[config.mk]
export PLATFORM = sky130hd
export DESIGN_NAME = pfe_expander
export DESIGN_NICKNAME = d
export VERILOG_FILES = /design/src/rtl/pfe_pkg.sv /design/src/rtl/pfe_decode.sv /design/src/rtl/pfe_byte_expand.sv /design/src/rtl/pfe_assemble.sv /design/src/rtl/pfe_expander.sv
export SDC_FILE = /design/constraint.sdc
export NUM_CORES = 1
export LEC_CHECK = 0
export BUFFER_PORTS_ARGS = -buffer_cell sky130_fd_sc_hd__buf_2
export CAP_MARGIN = 25
export CORE_MARGIN = 3
export CORE_UTILIZATION = 35
export CTS_BUF_LIST = sky130_fd_sc_hd__clkbuf_16
export DETAILED_ROUTE_END_ITERATION = 7
export HOLD_SLACK_MARGIN = 0.02
export PLACE_DENSITY_LB_ADDON = 0.08
export SLEW_MARGIN = 20
export SYNTH_ARGS = -nofsm -noshare
export SYNTH_HDL_FRONTEND = slang
export SYNTH_SLANG_ARGS = --single-unit
[constraint.sdc]
create_clock -name clk_i -period 5.31 [get_ports clk_i]
set_clock_uncertainty 0.1 [all_clocks]
set_input_delay 1.062 -clock clk_i [delete_from_list [all_inputs] [get_ports clk_i]]
set_output_delay 1.062 -clock clk_i [all_outputs]
set_load 0.02 [all_outputs]
[src/rtl/pfe_pkg.sv]
package pfe_pkg;
  typedef enum logic [2:0] {K_U8, K_MU, K_AL, K_LE, K_BE, K_BAD} kind_e;

  function automatic logic [15:0] mu_expand(input logic [7:0] b);
    logic [7:0]  u;
    logic [15:0] mag;
    u   = ~b;
    mag = ({8'b0, 1'b1, u[3:0], 3'b100} << u[6:4]) - 16'd132;
    return u[7] ? (~mag + 16'd1) : mag;
  endfunction

  function automatic logic [15:0] a_expand(input logic [7:0] b);
    logic [7:0]  a;
    logic [15:0] mag;
    a = b ^ 8'h55;
    if (a[6:4] == 3'd0) mag = {8'b0, a[3:0], 4'b1000};
    else                mag = {7'b0, 1'b1, a[3:0], 4'b1000} << (a[6:4] - 3'd1);
    return a[7] ? mag : (~mag + 16'd1);
  endfunction
endpackage

[src/rtl/pfe_decode.sv]
module pfe_decode
  import pfe_pkg::*;
#(
  parameter int RATE_W = 16
) (
  input  logic [7:0]        fmt_i,
  input  logic              mode2_i,
  output kind_e             kind_o,
  output logic [RATE_W-1:0] rate_hz_o,
  output logic [1:0]        chans_o,
  output logic [1:0]        byte_shift_o,
  output logic              err_o
);
  logic [2:0] code;
  logic       stereo;

  assign code   = mode2_i ? fmt_i[7:5] : {1'b0, fmt_i[6:5]};
  assign stereo = fmt_i[4];

  always_comb begin
    unique case ({fmt_i[0], fmt_i[3:1]})
      4'h0: rate_hz_o = RATE_W'(8000);
      4'h1: rate_hz_o = RATE_W'(16000);
      4'h2: rate_hz_o = RATE_W'(27420);
      4'h3: rate_hz_o = RATE_W'(32000);
      4'h6: rate_hz_o = RATE_W'(48000);
      4'h7: rate_hz_o = RATE_W'(9000);
      4'h8: rate_hz_o = RATE_W'(5510);
      4'h9: rate_hz_o = RATE_W'(11025);
      4'hA: rate_hz_o = RATE_W'(18900);
      4'hB: rate_hz_o = RATE_W'(22050);
      4'hC: rate_hz_o = RATE_W'(37800);
      4'hD: rate_hz_o = RATE_W'(44100);
      4'hE: rate_hz_o = RATE_W'(33075);
      4'hF: rate_hz_o = RATE_W'(6620);
      default: rate_hz_o = '0;
    endcase
  end

  always_comb begin
    unique case (code)
      3'd0:    kind_o = K_U8;
      3'd1:    kind_o = K_MU;
      3'd2:    kind_o = K_LE;
      3'd3:    kind_o = K_AL;
      3'd6:    kind_o = K_BE;
      default: kind_o = K_BAD;
    endcase
  end

  assign chans_o      = stereo ? 2'd2 : 2'd1;
  assign byte_shift_o = (kind_o == K_LE || kind_o == K_BE) ? chans_o : {1'b0, stereo};
  assign err_o        = (kind_o == K_BAD) || (rate_hz_o == '0);
endmodule

[src/rtl/pfe_byte_expand.sv]
module pfe_byte_expand
  import pfe_pkg::*;
(
  input  kind_e       kind_i,
  input  logic [7:0]  byte_i,
  output logic [15:0] sample_o
);
  always_comb begin
    unique case (kind_i)
      K_MU:    sample_o = mu_expand(byte_i);
      K_AL:    sample_o = a_expand(byte_i);
      default: sample_o = {~byte_i[7], byte_i[6:0], 8'h00};
    endcase
  end
endmodule

[src/rtl/pfe_assemble.sv]
module pfe_assemble
  import pfe_pkg::*;
(
  input  logic        clk_i,
  input  logic        rst_ni,
  input  logic        flush_i,
  input  logic        halt_i,
  input  kind_e       kind_i,
  input  logic        in_valid_i,
  input  logic [7:0]  in_data_i,
  output logic        in_ready_o,
  output logic        out_valid_o,
  output logic [15:0] sample_o,
  input  logic        out_ready_i
);
  logic        pend_q;
  logic [7:0]  hold_q;
  logic        out_valid_q;
  logic [15:0] sample_q;
  logic [15:0] narrow_s;
  logic        wide, accept, produce;

  pfe_byte_expand u_expand (.kind_i(kind_i), .byte_i(in_data_i), .sample_o(narrow_s));

  assign wide       = (kind_i == K_LE) || (kind_i == K_BE);
  assign in_ready_o = !halt_i && !flush_i && (!out_valid_q || out_ready_i);
  assign accept     = in_valid_i && in_ready_o;
  assign produce    = accept && (!wide || pend_q);

  always_ff @(posedge clk_i or negedge rst_ni) begin
    if (!rst_ni) begin
      pend_q <= 1'b0;
      hold_q <= '0;
    end else if (flush_i) begin
      pend_q <= 1'b0;
    end else if (accept && wide) begin
      pend_q <= !pend_q;
      if (!pend_q) hold_q <= in_data_i;
    end
  end

  always_ff @(posedge clk_i or negedge rst_ni) begin
    if (!rst_ni) begin
      out_valid_q <= 1'b0;
      sample_q    <= '0;
    end else if (produce) begin
      out_valid_q <= 1'b1;
      if (!wide)               sample_q <= narrow_s;
      else if (kind_i == K_LE) sample_q <= {in_data_i, hold_q};
      else                     sample_q <= {hold_q, in_data_i};
    end else if (out_ready_i) begin
      out_valid_q <= 1'b0;
    end
  end

  assign out_valid_o = out_valid_q;
  assign sample_o    = sample_q;
endmodule

[src/rtl/pfe_expander.sv]
module pfe_expander
  import pfe_pkg::*;
#(
  parameter int RATE_W = 16
) (
  input  logic              clk_i,
  input  logic              rst_ni,
  input  logic              load_i,
  input  logic [7:0]        fmt_i,
  input  logic              mode2_i,
  input  logic              in_valid_i,
  input  logic [7:0]        in_data_i,
  output logic              in_ready_o,
  output logic              out_valid_o,
  output logic [15:0]       sample_o,
  input  logic              out_ready_i,
  output logic [RATE_W-1:0] rate_hz_o,
  output logic [1:0]        chans_o,
  output logic [1:0]        byte_shift_o,
  output logic              err_o
);
  logic [7:0] fmt_q;
  logic       mode2_q;
  kind_e      kind_s;

  always_ff @(posedge clk_i or negedge rst_ni) begin
    if (!rst_ni) begin
      fmt_q   <= '0;
      mode2_q <= 1'b0;
    end else if (load_i) begin
      fmt_q   <= fmt_i;
      mode2_q <= mode2_i;
    end
  end

  pfe_decode #(.RATE_W(RATE_W)) u_decode (
    .fmt_i(fmt_q), .mode2_i(mode2_q), .kind_o(kind_s), .rate_hz_o(rate_hz_o),
    .chans_o(chans_o), .byte_shift_o(byte_shift_o), .err_o(err_o)
  );

  pfe_assemble u_assemble (
    .clk_i(clk_i), .rst_ni(rst_ni), .flush_i(load_i), .halt_i(err_o), .kind_i(kind_s),
    .in_valid_i(in_valid_i), .in_data_i(in_data_i), .in_ready_o(in_ready_o),
    .out_valid_o(out_valid_o), .sample_o(sample_o), .out_ready_i(out_ready_i)
  );
endmodule

==> summary.txt, run 1 <==
Clock network
  • Buffer cell driving the clock tree root: clkbuf_16
  • Number of gates resized after CTS: 0
  • CTS tree: done
  • Clk sinks: 35
  • Number of buffers added to fix hold violations after cts: 0
  • Number of CTS-inserted buffers: 5
  • Postcts setup bufs: 0
  • Buffer levels on the longest clock path: 2
  • Clock-pin slew on the worst setup and hold paths: 0.06 ns
  • H-Tree Level Count: 2
  • Clock latency reported for the late side of the worst-skew pair: about 0.28 ns

Critical path
  • Slowest CP cell: ha_1
  • Data arrival time of the critical path: 4.46 ns
  • Setup CP Type: in2reg
  • Capturing element type of the critical path: flip-flop
  • Element type at the critical path start: input port
  • WP data required: ~5.4 ns
  • Max FO, Critical Path: 24
  • Highest cell delay on the worst timing path: 0.78 ns
  • Critical path, cell by cell: buf_2 -> inv_1 -> ha_1 -> mux2i_1 -> a211oi_1 -> o32a_1 -> a31oi_4 -> nand2_2 -> or4_1 -> a31o_1 -> o2111ai_1

Routing
  • DRT iter0 DRCs: approximately 400
  • Per-cell routed wire length: 19.2 um
  • Count of TritonRoute iterations in the first routing pass: 7
  • Final ANT Viol Nets: 0
  • Mean number of vias per cell: between 5 and 6
  • Via Count: about 4300
  • Detailed-route wire length: between 10000 and 15000 um
  • Post-route DRC violation count: 0

Synth
  • Area share of the largest cell type after synthesis: between 20 and 25%
  • Ys flop type: dfrtp_1
  • Share of synthesized flip-flops with an asynchronous set or reset: 100%
  • Cells after synthesis: between 500 and 600
  • Ranking of synthesized cells by area: dfrtp_1, ha_1, mux2_2, nand2_1, mux2i_1
  • Syn_nets: 592
  • Synth cell types: 90
  • Most frequent cell after synthesis: nand2_1
  • Mean instance size in the synthesized netlist: between 7 and 8 um2
  • Synthesis Warnings: 0
  • Post-synthesis instance area: between 4000 and 5000 um2
  • Count of flip-flops with a built-in enable after synthesis: 0
  • Most frequent cells after synthesis: nand2_1, dfrtp_1, a21oi_1, nor2_1, o21ai_0
  • Library cell with the largest summed area after synthesis: dfrtp_1
  • Seq/Total Area, Yosys: between 20% and 30%
  • Count of state elements after synthesis: 35

STA
  • Max-slew violation total from the final report: 0
  • Setup violators final: 0
  • Unrepaired setup endpoints after global routing: false
  • Relative slew slack: roughly two fifths
  • Peak Freq: about 230 MHz
  • Hold violation count in the final report: 0
  • Transition at the pin with the smallest max-transition slack: slightly below 0.9 ns
  • Setup_tns: 0 ns
  • Final critical path time including I/O delays and setup: around 4.4 ns
  • Share of the cycle needed by the critical path after routing: between 80% and 90%

Floorplanning
  • Chip width: approximately 120 um
  • Core Rows: 40
  • Placeable core region: between 10000 and 15000 um2
  • I/O pin total: 61
  • Starting density of the core: around 36%
  • Die height: approximately 120 um
  • Die area: about 14000 um2

Final layout
  • Post-route core utilization: between 30% and 40%
  • Register area: ~880 um2
  • Number of nets in the final layout: just over 600
  • Count of fill cells added during filler insertion: between 1000 and 1500
  • Non-filler cells in the finished layout: 741
  • Layout overhead on the synthesized area: 9.41%
  • Multi-input logic area: 3120 um2
  • Proportion of layout cells with a drive suffix above 1: 21.0%

Global routing
  • Largest net degree at the start of global routing: 36
  • First-pass GRT wire length: about 23000 um
  • GRT Resource Usage Total: between 20% and 30%
  • Via count of the first global-routing pass: 4103
  • Overflow after GRT: 0
  • Antenna violations before repair: 1

Power
  • PwrDens: 276 nW/um2
  • Worst IR Drop VDD: between 100 and 150 uV
  • Leakage power of the design: 1.99 nW

Placed design
  • Estimated wirelength of the detail-placed design: around 10000 um
  • Quantity of I/O buffers inserted on ports: 60
  • Placer Congestion: ~0.87
  • Placed Cells incl. Taps: ~730

Job
  • Max Cap Violations: 0

Status
  • Run status: completed

Min path
  • Worst min path class: reg2reg
## worst paths after layout
| path | start | endpoint | slack [ns] | depth (start not counted) |
|---|---|---|---|---|
| max | in_data_i[5] | u_assemble.sample_o[10] | 0.94 | 11 |
| min | u_assemble.sample_o[3] | u_assemble.sample_o[3] | 0.39 | 1 |
| max reg2reg | fmt_q[1] | u_assemble.sample_o[14] | 1.83 | 11 |
| min reg2reg | u_assemble.sample_o[3] | u_assemble.sample_o[3] | 0.39 | 1 |
| max in group asynchronous | rst_ni | u_assemble.sample_o[10] | 3.81 | 1 |
| min in group asynchronous | rst_ni | fmt_q[3] | 0.78 | 1 |
## logic make-up after synthesis
logic type | Yosys count | share of synthesized area [%]
xor+xnor | 19 | 3.82
flops | 35 | 20.1
buf+inv | 70 | 8.24
fa+ha+maj | 21 | 6.03
mux | 41 | 10.7
simple gates | 197 | 24.0
compound gates | 166 | 27.2
## report_power, final
part           leakage [nW]  total [mW]  switching [mW]  internal [mW]
logic                  1.50       0.626           0.387          0.239
clock network        0.0710       0.281           0.110          0.171
registers             0.417       0.411          0.0728          0.338
## layout make-up
| cell class | instances | area share (%) |
|---|---|---|
| Multi-Input combinational cell | 444 | 65.5 |
| Clock inverter | 3 | 0.341 |
| Antenna cell | 1 | 0.0525 |
| Sequential cell | 35 | 18.4 |
| Timing Repair Buffer | 65 | 7.08 |
| Inverter | 20 | 1.63 |
| Clock buffer | 5 | 2.62 |
| Tap cell | 168 | 4.41 |
## sequential cells by signal (all words and copies together), names as in the netlist
register	flops
fmt_q	8
mode2_q	1
u_assemble.hold_q	8
u_assemble.out_valid_o	1
u_assemble.pend_q	1
u_assemble.sample_o	16
## critical path, delay by kind of cell
kind            cells  cell delay [ns]
buf+inv             2             0.63
mux                 1             0.35
simple gates        2             0.61
compound gates      5             1.02
fa+ha+maj           1             0.78
## cells in the final DEF (no fill, tap or decap), types with 7 or more instances in the layout
cell type and count:
a211oi_1 9, a21oi_1 31, a31oi_1 17, and2_1 7, and3_1 9, buf_2 60
dfrtp_1 35, ha_1 21, inv_1 19, mux2_2 19, mux2i_1 18, nand2_1 56
nand2b_1 11, nand3_1 14, nand4_1 9, nor2_1 31, nor2b_1 11, nor3_1 13
o21ai_0 24, o21ai_1 9, xnor2_1 9, xor2_1 10
## per-layer routing
layer / up-vias / routed length (um) / GRT usage, %
met5: - / 0 / 0
met4: 0 / 154 / 4.40
met3: 13 / 608 / 2.35
met2: 133 / 6820 / 33.0
met1: 2099 / 6650 / 29.0
li1: 2072 / - / -
## through the flow
step	power (mW)	hold WS [ns]	area (um2)	setup WS, ns
floorplan	0.853	0.395	4360	1.50
global placement	1.04	0.372	4630	0.871
detailed placement	1.04	0.383	4630	0.733
CTS	1.33	0.397	4770	0.989
global route	1.41	0.414	4770	0.713
finish	1.32	0.390	4770	0.938
(Power assumes the default switching activity.)
==> run 2, diff against run 1 <==
Clock period 5.31 ns to 3.9 ns, I/O delays scaled along.
==> run 2 against run 1 <==
Final cell count up 3.4%. Combinational power increased by 43%. Routed wire length decreased by 0.67%. Flip-flop and latch count did not move. Sequential share of layout area is 0.76 points lower. Worst setup slack got worse by 0.68 ns. Register-to-register slack lost 1.3 ns. First-iteration DRC count shrank 16%. Clock power grew 40%. Hold slack got worse by 0.0068 ns. Power rose by 39%. Sequential power increased by 32%. Critical endpoint is now in_ready_o. Largest power group unchanged.
==> summary.txt, run 2 (same netlist as run 1, synthesis figures left out) <==
Status
  • Run status: completed

Critical path
  • Setup CP Type: reg2out
  • Crit path max-delay family: simple AND/OR/NAND/NOR gates
  • Reg2Reg Depth: 9
  • Capturing element type of the critical path: output pin
  • Reg2Reg Launch Point: fmt_q[1]
  • Capture point of the worst reg-to-reg path: u_assemble.sample_o[14]
  • Crit. path cell count: 9
  • Max FO, Critical Path: 9
  • Flop-to-flop setup slack: 0.54 ns
  • Highest cell delay on the worst timing path: around 0.54 ns
  • Total buffers and inverters traversed by the critical path: 2
  • Startpoint of the worst setup timing path: fmt_q[1]
  • Last element of the critical path: in_ready_o
  • Element type at the critical path start: flip-flop
  • Data arrival time of the critical path: around 2.8 ns
  • Critical path, cell by cell: inv_1 -> ha_1 -> or2_2 -> a31oi_1 -> nor4_1 -> nand4_1 -> nand2_1 -> nor3_1 -> buf_2
  • WP data required: approximately 3 ns
  • Slowest CP cell: dfrtp_1

Min path
  • Worst hold path startpoint: u_assemble.sample_o[3]
  • Worst min path class: reg2reg

Clock network
  • Buffer levels on the longest clock path: 2
  • H-Tree Level Count: 2
  • Number of buffers added to fix hold violations after cts: 0
  • Clk sinks: 35
  • Clock-pin slew on the worst setup and hold paths: 0.06 ns
  • Clock latency reported for the late side of the worst-skew pair: approximately 0.28 ns
  • CTS tree: done
  • Number of CTS-inserted buffers: 5
  • Buffer cell driving the clock tree root: clkbuf_16

Global routing
  • Largest net degree at the start of global routing: 36
  • First-pass GRT wire length: approximately 23000 um
  • Overflow after GRT: 0
  • GRT Resource Usage Total: ~20%
  • Via count of the first global-routing pass: approximately 4000
  • Antenna violations before repair: 0
  • Global Route met3 Usage: under 10%
  • Global Route met2 Usage: a little under a third
  • GRT Max-Usage Layer: met2
  • Global routing met1 resource utilization: about 29%

Placed design
  • Quantity of I/O buffers inserted on ports: 60
  • Placed Cells incl. Taps: ~760
  • Estimated wirelength of the detail-placed design: around 11000 um
  • Placer Congestion: 0.846
  • Placement Cell Area: about 4800 um2

STA
  • Max-slew violation total from the final report: 0
  • Hold violation count in the final report: 0
  • Setup_tns: 0 ns
  • Share of the cycle needed by the critical path after routing: about 93%
  • Relative slew slack: 44.0%
  • Setup violators final: 0
  • Final critical path time including I/O delays and setup: roughly 3.6 ns
  • Transition at the pin with the smallest max-transition slack: roughly 0.84 ns
  • Unrepaired setup endpoints after global routing: false
  • Peak Freq: about 270 MHz

Floorplanning
  • Die area: 13800 um2
  • I/O pin total: 61
  • Core Rows: 40
  • Die height: 118 um
  • Placeable core region: about 12000 um2
  • Chip width: approximately 120 um
  • Starting density of the core: 36.0%

Final layout
  • Most frequent standard cell in the layout excluding fill and tap cells: buf_2
  • Post-route core utilization: around 41%
  • Proportion of layout cells with a drive suffix above 1: 24.6%
  • Layout overhead on the synthesized area: 14.1%
  • Flip-flop count of the largest register after layout: 16
  • Final design instance area without fill: ~5000 um2
  • Leading cell types in the layout, fill and taps excluded: buf_2, nand2_1, dfrtp_1
  • Antenna diodes: 0
  • Non-filler cells in the finished layout: 766
  • Count of fill cells added during filler insertion: 1316
  • Multi-input logic area: 3140 um2
  • Number of nets in the final layout: 640
  • Register area: around 880 um2

Routing
  • Per-cell routed wire length: between 15 and 20 um
  • DRT iter0 DRCs: about 330
  • Detailed-route wire length: around 14000 um
  • Count of TritonRoute iterations in the first routing pass: 5
  • Post-route DRC violation count: 0
  • Final ANT Viol Nets: 0
  • Via Count: about 4300
  • Mean number of vias per cell: ~5.6

Power
  • PwrDens: around 370 nW/um2
  • Worst IR Drop VDD: about 140 uV
  • Leakage power of the design: about 2.1 nW

Job
  • Max Cap Violations: 0
## run 2: final cells by class
class | instances | share of cell area [%]
clock buffer | 5 | 2.52
sequential | 35 | 17.6
inverter | 20 | 1.56
clock inverter | 3 | 0.327
tap | 168 | 4.23
timing repair buffer | 91 | 10.7
multi-input combinational | 444 | 63.1
## run 2: stage by stage
step / setup slack (ns) / hold slack [ns] / power, mW
2_1_floorplan: 0.375 / 0.384 / 1.16
3_3_place_gp: 0.196 / 0.375 / 1.44
3_5_place_dp: 0.135 / 0.377 / 1.44
4_1_cts: 0.101 / 0.391 / 1.83
5_1_grt: 0.0372 / 0.407 / 1.94
6_report: 0.261 / 0.384 / 1.83
## run 2: what timing repair did
| action | CTS | global route |
|---|---|---|
| endpoints found under the setup margin | 0 | 2 |
| resized for setup | 0 | 2 |
| endpoints found under the hold margin | 0 | 0 |
| buffers inserted | 0 | 2 |
## run 2: worst min-delay path by stage
| stage | cells past startpoint | to | slack [ns] |
|---|---|---|---|
| 4_1_cts | 1 | u_assemble.sample_o[3] | 0.39 |
| 6_report | 1 | u_assemble.sample_o[3] | 0.38 |
| 3_5_place_dp | 1 | u_assemble.sample_o[3] | 0.38 |
| 5_1_grt | 1 | u_assemble.sample_o[3] | 0.41 |
| 2_1_floorplan | 0 | fmt_q[0] | 0.38 |
| 3_3_place_gp | 1 | u_assemble.sample_o[3] | 0.37 |
## run 2: power breakdown
part | switching [mW] | internal [mW]
registers | 0.0830 | 0.460
logic | 0.546 | 0.351
clock network | 0.160 | 0.233
## run 2: metal layers
metal	up-vias	wire, um
met1	2049	6880
met4	0	231
met5	-	0
met2	126	6400
li1	2129	-
met3	16	619
==> run 3, diff against run 2 <==
Settings changed: ABC_AREA from default to 1.
==> run 3 against run 2 <==
Die area fell by 8.4%. Critical endpoint unchanged. Highest routed layer unchanged. Power fell by 9.7%. Core utilization is 0.30 points lower.
==> summary.txt, run 3 <==
Final layout
  • Leading cell types in the layout, fill and taps excluded: nand2_1, inv_1, nand3_1, buf_2
  • Proportion of layout cells with a drive suffix above 1: 21.7%
  • Multi-input logic area: around 2600 um2
  • Flip-flop count of the largest register after layout: 16
  • Register area: ~900 um2
  • Number of nets in the final layout: 711
  • Final design instance area without fill: roughly 4500 um2
  • Most frequent standard cell in the layout excluding fill and tap cells: nand2_1
  • Layout overhead on the synthesized area: 12.7%
  • Antenna diodes: 0
  • Count of fill cells added during filler insertion: between 1000 and 1500

Synth
  • Synthesis Warnings: 0
  • Ys flop type: dfrtp_1
  • Share of synthesized flip-flops with an asynchronous set or reset: 100%
  • Count of flip-flops with a built-in enable after synthesis: 0
  • Library cell with the largest summed area after synthesis: dfrtp_1
  • Synth cell types: between 50 and 60
  • Post-synthesis instance area: between 3000 and 4000 um2
  • Syn_nets: approximately 660
  • Most frequent cells after synthesis: nand2_1, inv_1, nand3_1, dfrtp_1, nor2_1
  • Most frequent cell after synthesis: nand2_1
  • Seq/Total Area, Yosys: between 20 and 25%
  • Cells after synthesis: just over 600
  • Ranking of synthesized cells by area: dfrtp_1, nand2_1, nand3_1, ha_1, inv_1
  • Count of state elements after synthesis: 35
  • Area share of the largest cell type after synthesis: between 20% and 30%
  • Mean instance size in the synthesized netlist: between 6 and 7 um2

Critical path
  • Slowest CP cell: dfrtp_1
  • Highest cell delay on the worst timing path: ~0.45 ns
  • WP data required: between 3 and 4 ns
  • Capturing element type of the critical path: output pin
  • Element type at the critical path start: flip-flop
  • Setup CP Type: reg2out
  • Critical path, cell by cell: inv_1 -> ha_1 -> inv_1 -> ha_1 -> nand2_1 -> o21ai_1 -> nor2_1 -> nand4_1 -> nor3_1 -> nand4_1 -> nand2_1 -> nor3_4 -> buf_2
  • Data arrival time of the critical path: 2.58 ns
  • Reg2Reg Depth: 17
  • Max FO, Critical Path: 6

Status
  • Run status: completed

Routing
  • Detailed-route wire length: around 12000 um
  • Final ANT Viol Nets: 0
  • Via Count: approximately 4200
  • Mean number of vias per cell: roughly 5.1
  • Per-cell routed wire length: 15.4 um
  • Post-route DRC violation count: 0
  • Count of TritonRoute iterations in the first routing pass: 5
  • DRT iter0 DRCs: between 200 and 300

STA
  • Max-slew violation total from the final report: 0
  • Final critical path time including I/O delays and setup: between 3 and 4 ns
  • Setup_tns: 0 ns
  • Peak Freq: between 200 and 300 MHz
  • Relative slew slack: between 40% and 50%
  • Transition at the pin with the smallest max-transition slack: between 0.8 and 0.9 ns
  • Hold violation count in the final report: 0
  • Share of the cycle needed by the critical path after routing: slightly below 90%
  • Unrepaired setup endpoints after global routing: false
  • Setup violators final: 0

Placed design
  • Estimated wirelength of the detail-placed design: ~9900 um
  • Placer Congestion: roughly 0.9
  • Placement Cell Area: 4340 um2
  • Quantity of I/O buffers inserted on ports: 60

Floorplanning
  • I/O pin total: 61
  • Placeable core region: ~11000 um2
  • Chip width: between 100 and 150 um
  • Core Rows: 38
  • Starting density of the core: a little over a third
  • Die height: about 110 um
  • Die area: approximately 13000 um2

Global routing
  • Via count of the first global-routing pass: approximately 4000
  • Antenna violations before repair: 0
  • Overflow after GRT: 0
  • GRT Resource Usage Total: about a fifth
  • Largest net degree at the start of global routing: 36
  • First-pass GRT wire length: about 21000 um

Clock network
  • CTS tree: done
  • Number of gates resized after CTS: 0
  • Number of CTS-inserted buffers: 5
  • Clock-pin slew on the worst setup and hold paths: around 0.05 ns
  • H-Tree Level Count: 2
  • Buffer levels on the longest clock path: 2
  • Number of buffers added to fix hold violations after cts: 0
  • Clk sinks: 35
  • Postcts setup bufs: 0
  • Clock latency reported for the late side of the worst-skew pair: between 0.2 and 0.3 ns
  • Buffer cell driving the clock tree root: clkbuf_16

Power
  • PwrDens: around 370 nW/um2
  • Worst IR Drop VDD: roughly 310 uV
  • Leakage power of the design: 2.37 nW

Min path
  • Worst min path class: reg2reg
  • Hold-critical path depth: 2

Job
  • Max Cap Violations: 0
run 3: through the flow:
stage / setup slack (ns) / power (mW) / util [%] / hold slack [ns] / std cells
floorplan: 0.762 / 1.05 / - / 0.342 / 618
global placement: 0.150 / 1.28 / 39.5 / 0.356 / 801
detailed placement: 0.171 / 1.28 / 39.5 / 0.359 / 801
CTS: 0.434 / 1.67 / 40.8 / 0.373 / 809
global route: 0.189 / 1.79 / 40.8 / 0.394 / 809
finish: 0.438 / 1.65 / 40.8 / 0.368 / 809
run 3: path summary, 6_finish.rpt:
kind                                from                       to  slack [ns]
max in group asynchronous         rst_ni  u_assemble.sample_o[10]        2.68
worst min register to register  fmt_q[7]                 fmt_q[7]        0.37
min in group asynchronous         rst_ni                 fmt_q[0]        0.50
worst min-delay path            fmt_q[7]                 fmt_q[7]        0.37
worst max register to register  fmt_q[1]   u_assemble.sample_o[7]        0.53
worst max-delay path            fmt_q[1]               in_ready_o        0.44
run 3: layer usage:
metal / GRT usage [%] / vias up / part of all wire (%)
li1: - / 2120 / -
met1: 27.5 / 1877 / 47
met2: 32.1 / 132 / 44
met3: 2.86 / 27 / 5.6
met4: 8.09 / 0 / 3.1
met5: 0 / - / 0
run 3: cell type report:
cell class / instances / area share (%)
Tap cell: 140 / 3.91
Clock buffer: 5 / 2.79
Clock inverter: 3 / 0.363
Multi-Input combinational cell: 482 / 58.7
Sequential cell: 35 / 19.6
Timing Repair Buffer: 69 / 8.21
Inverter: 75 / 6.45
run 3: logic make-up (layout without fill, tap and decap cells):
family / Yosys count / after routing / share of synthesized area, %
simple gates: 339 / 339 / 40.8
compound gates: 116 / 116 / 17.4
buf+inv: 101 / 152 / 11.8
flops: 35 / 35 / 22.0
fa+ha+maj: 21 / 21 / 6.61
xor+xnor: 5 / 5 / 1.10
mux: 1 / 1 / 0.252
run 3: report_power, final:
part | switching (mW) | internal [mW]
Sequential | 0.0679 | 0.446
Clock | 0.149 | 0.233
Combinational | 0.511 | 0.248
Total | 0.728 | 0.927
run 3: worst max-delay path: cells and delay by family (launching register included):
kind                       cells  cell delay (ns)
buffers and inverters          3             0.45
AOI/OAI and AO/OA              1             0.08
and+or+nand+nor                7             0.77
adders and majority gates      2             0.55
DFF                            1             0.45
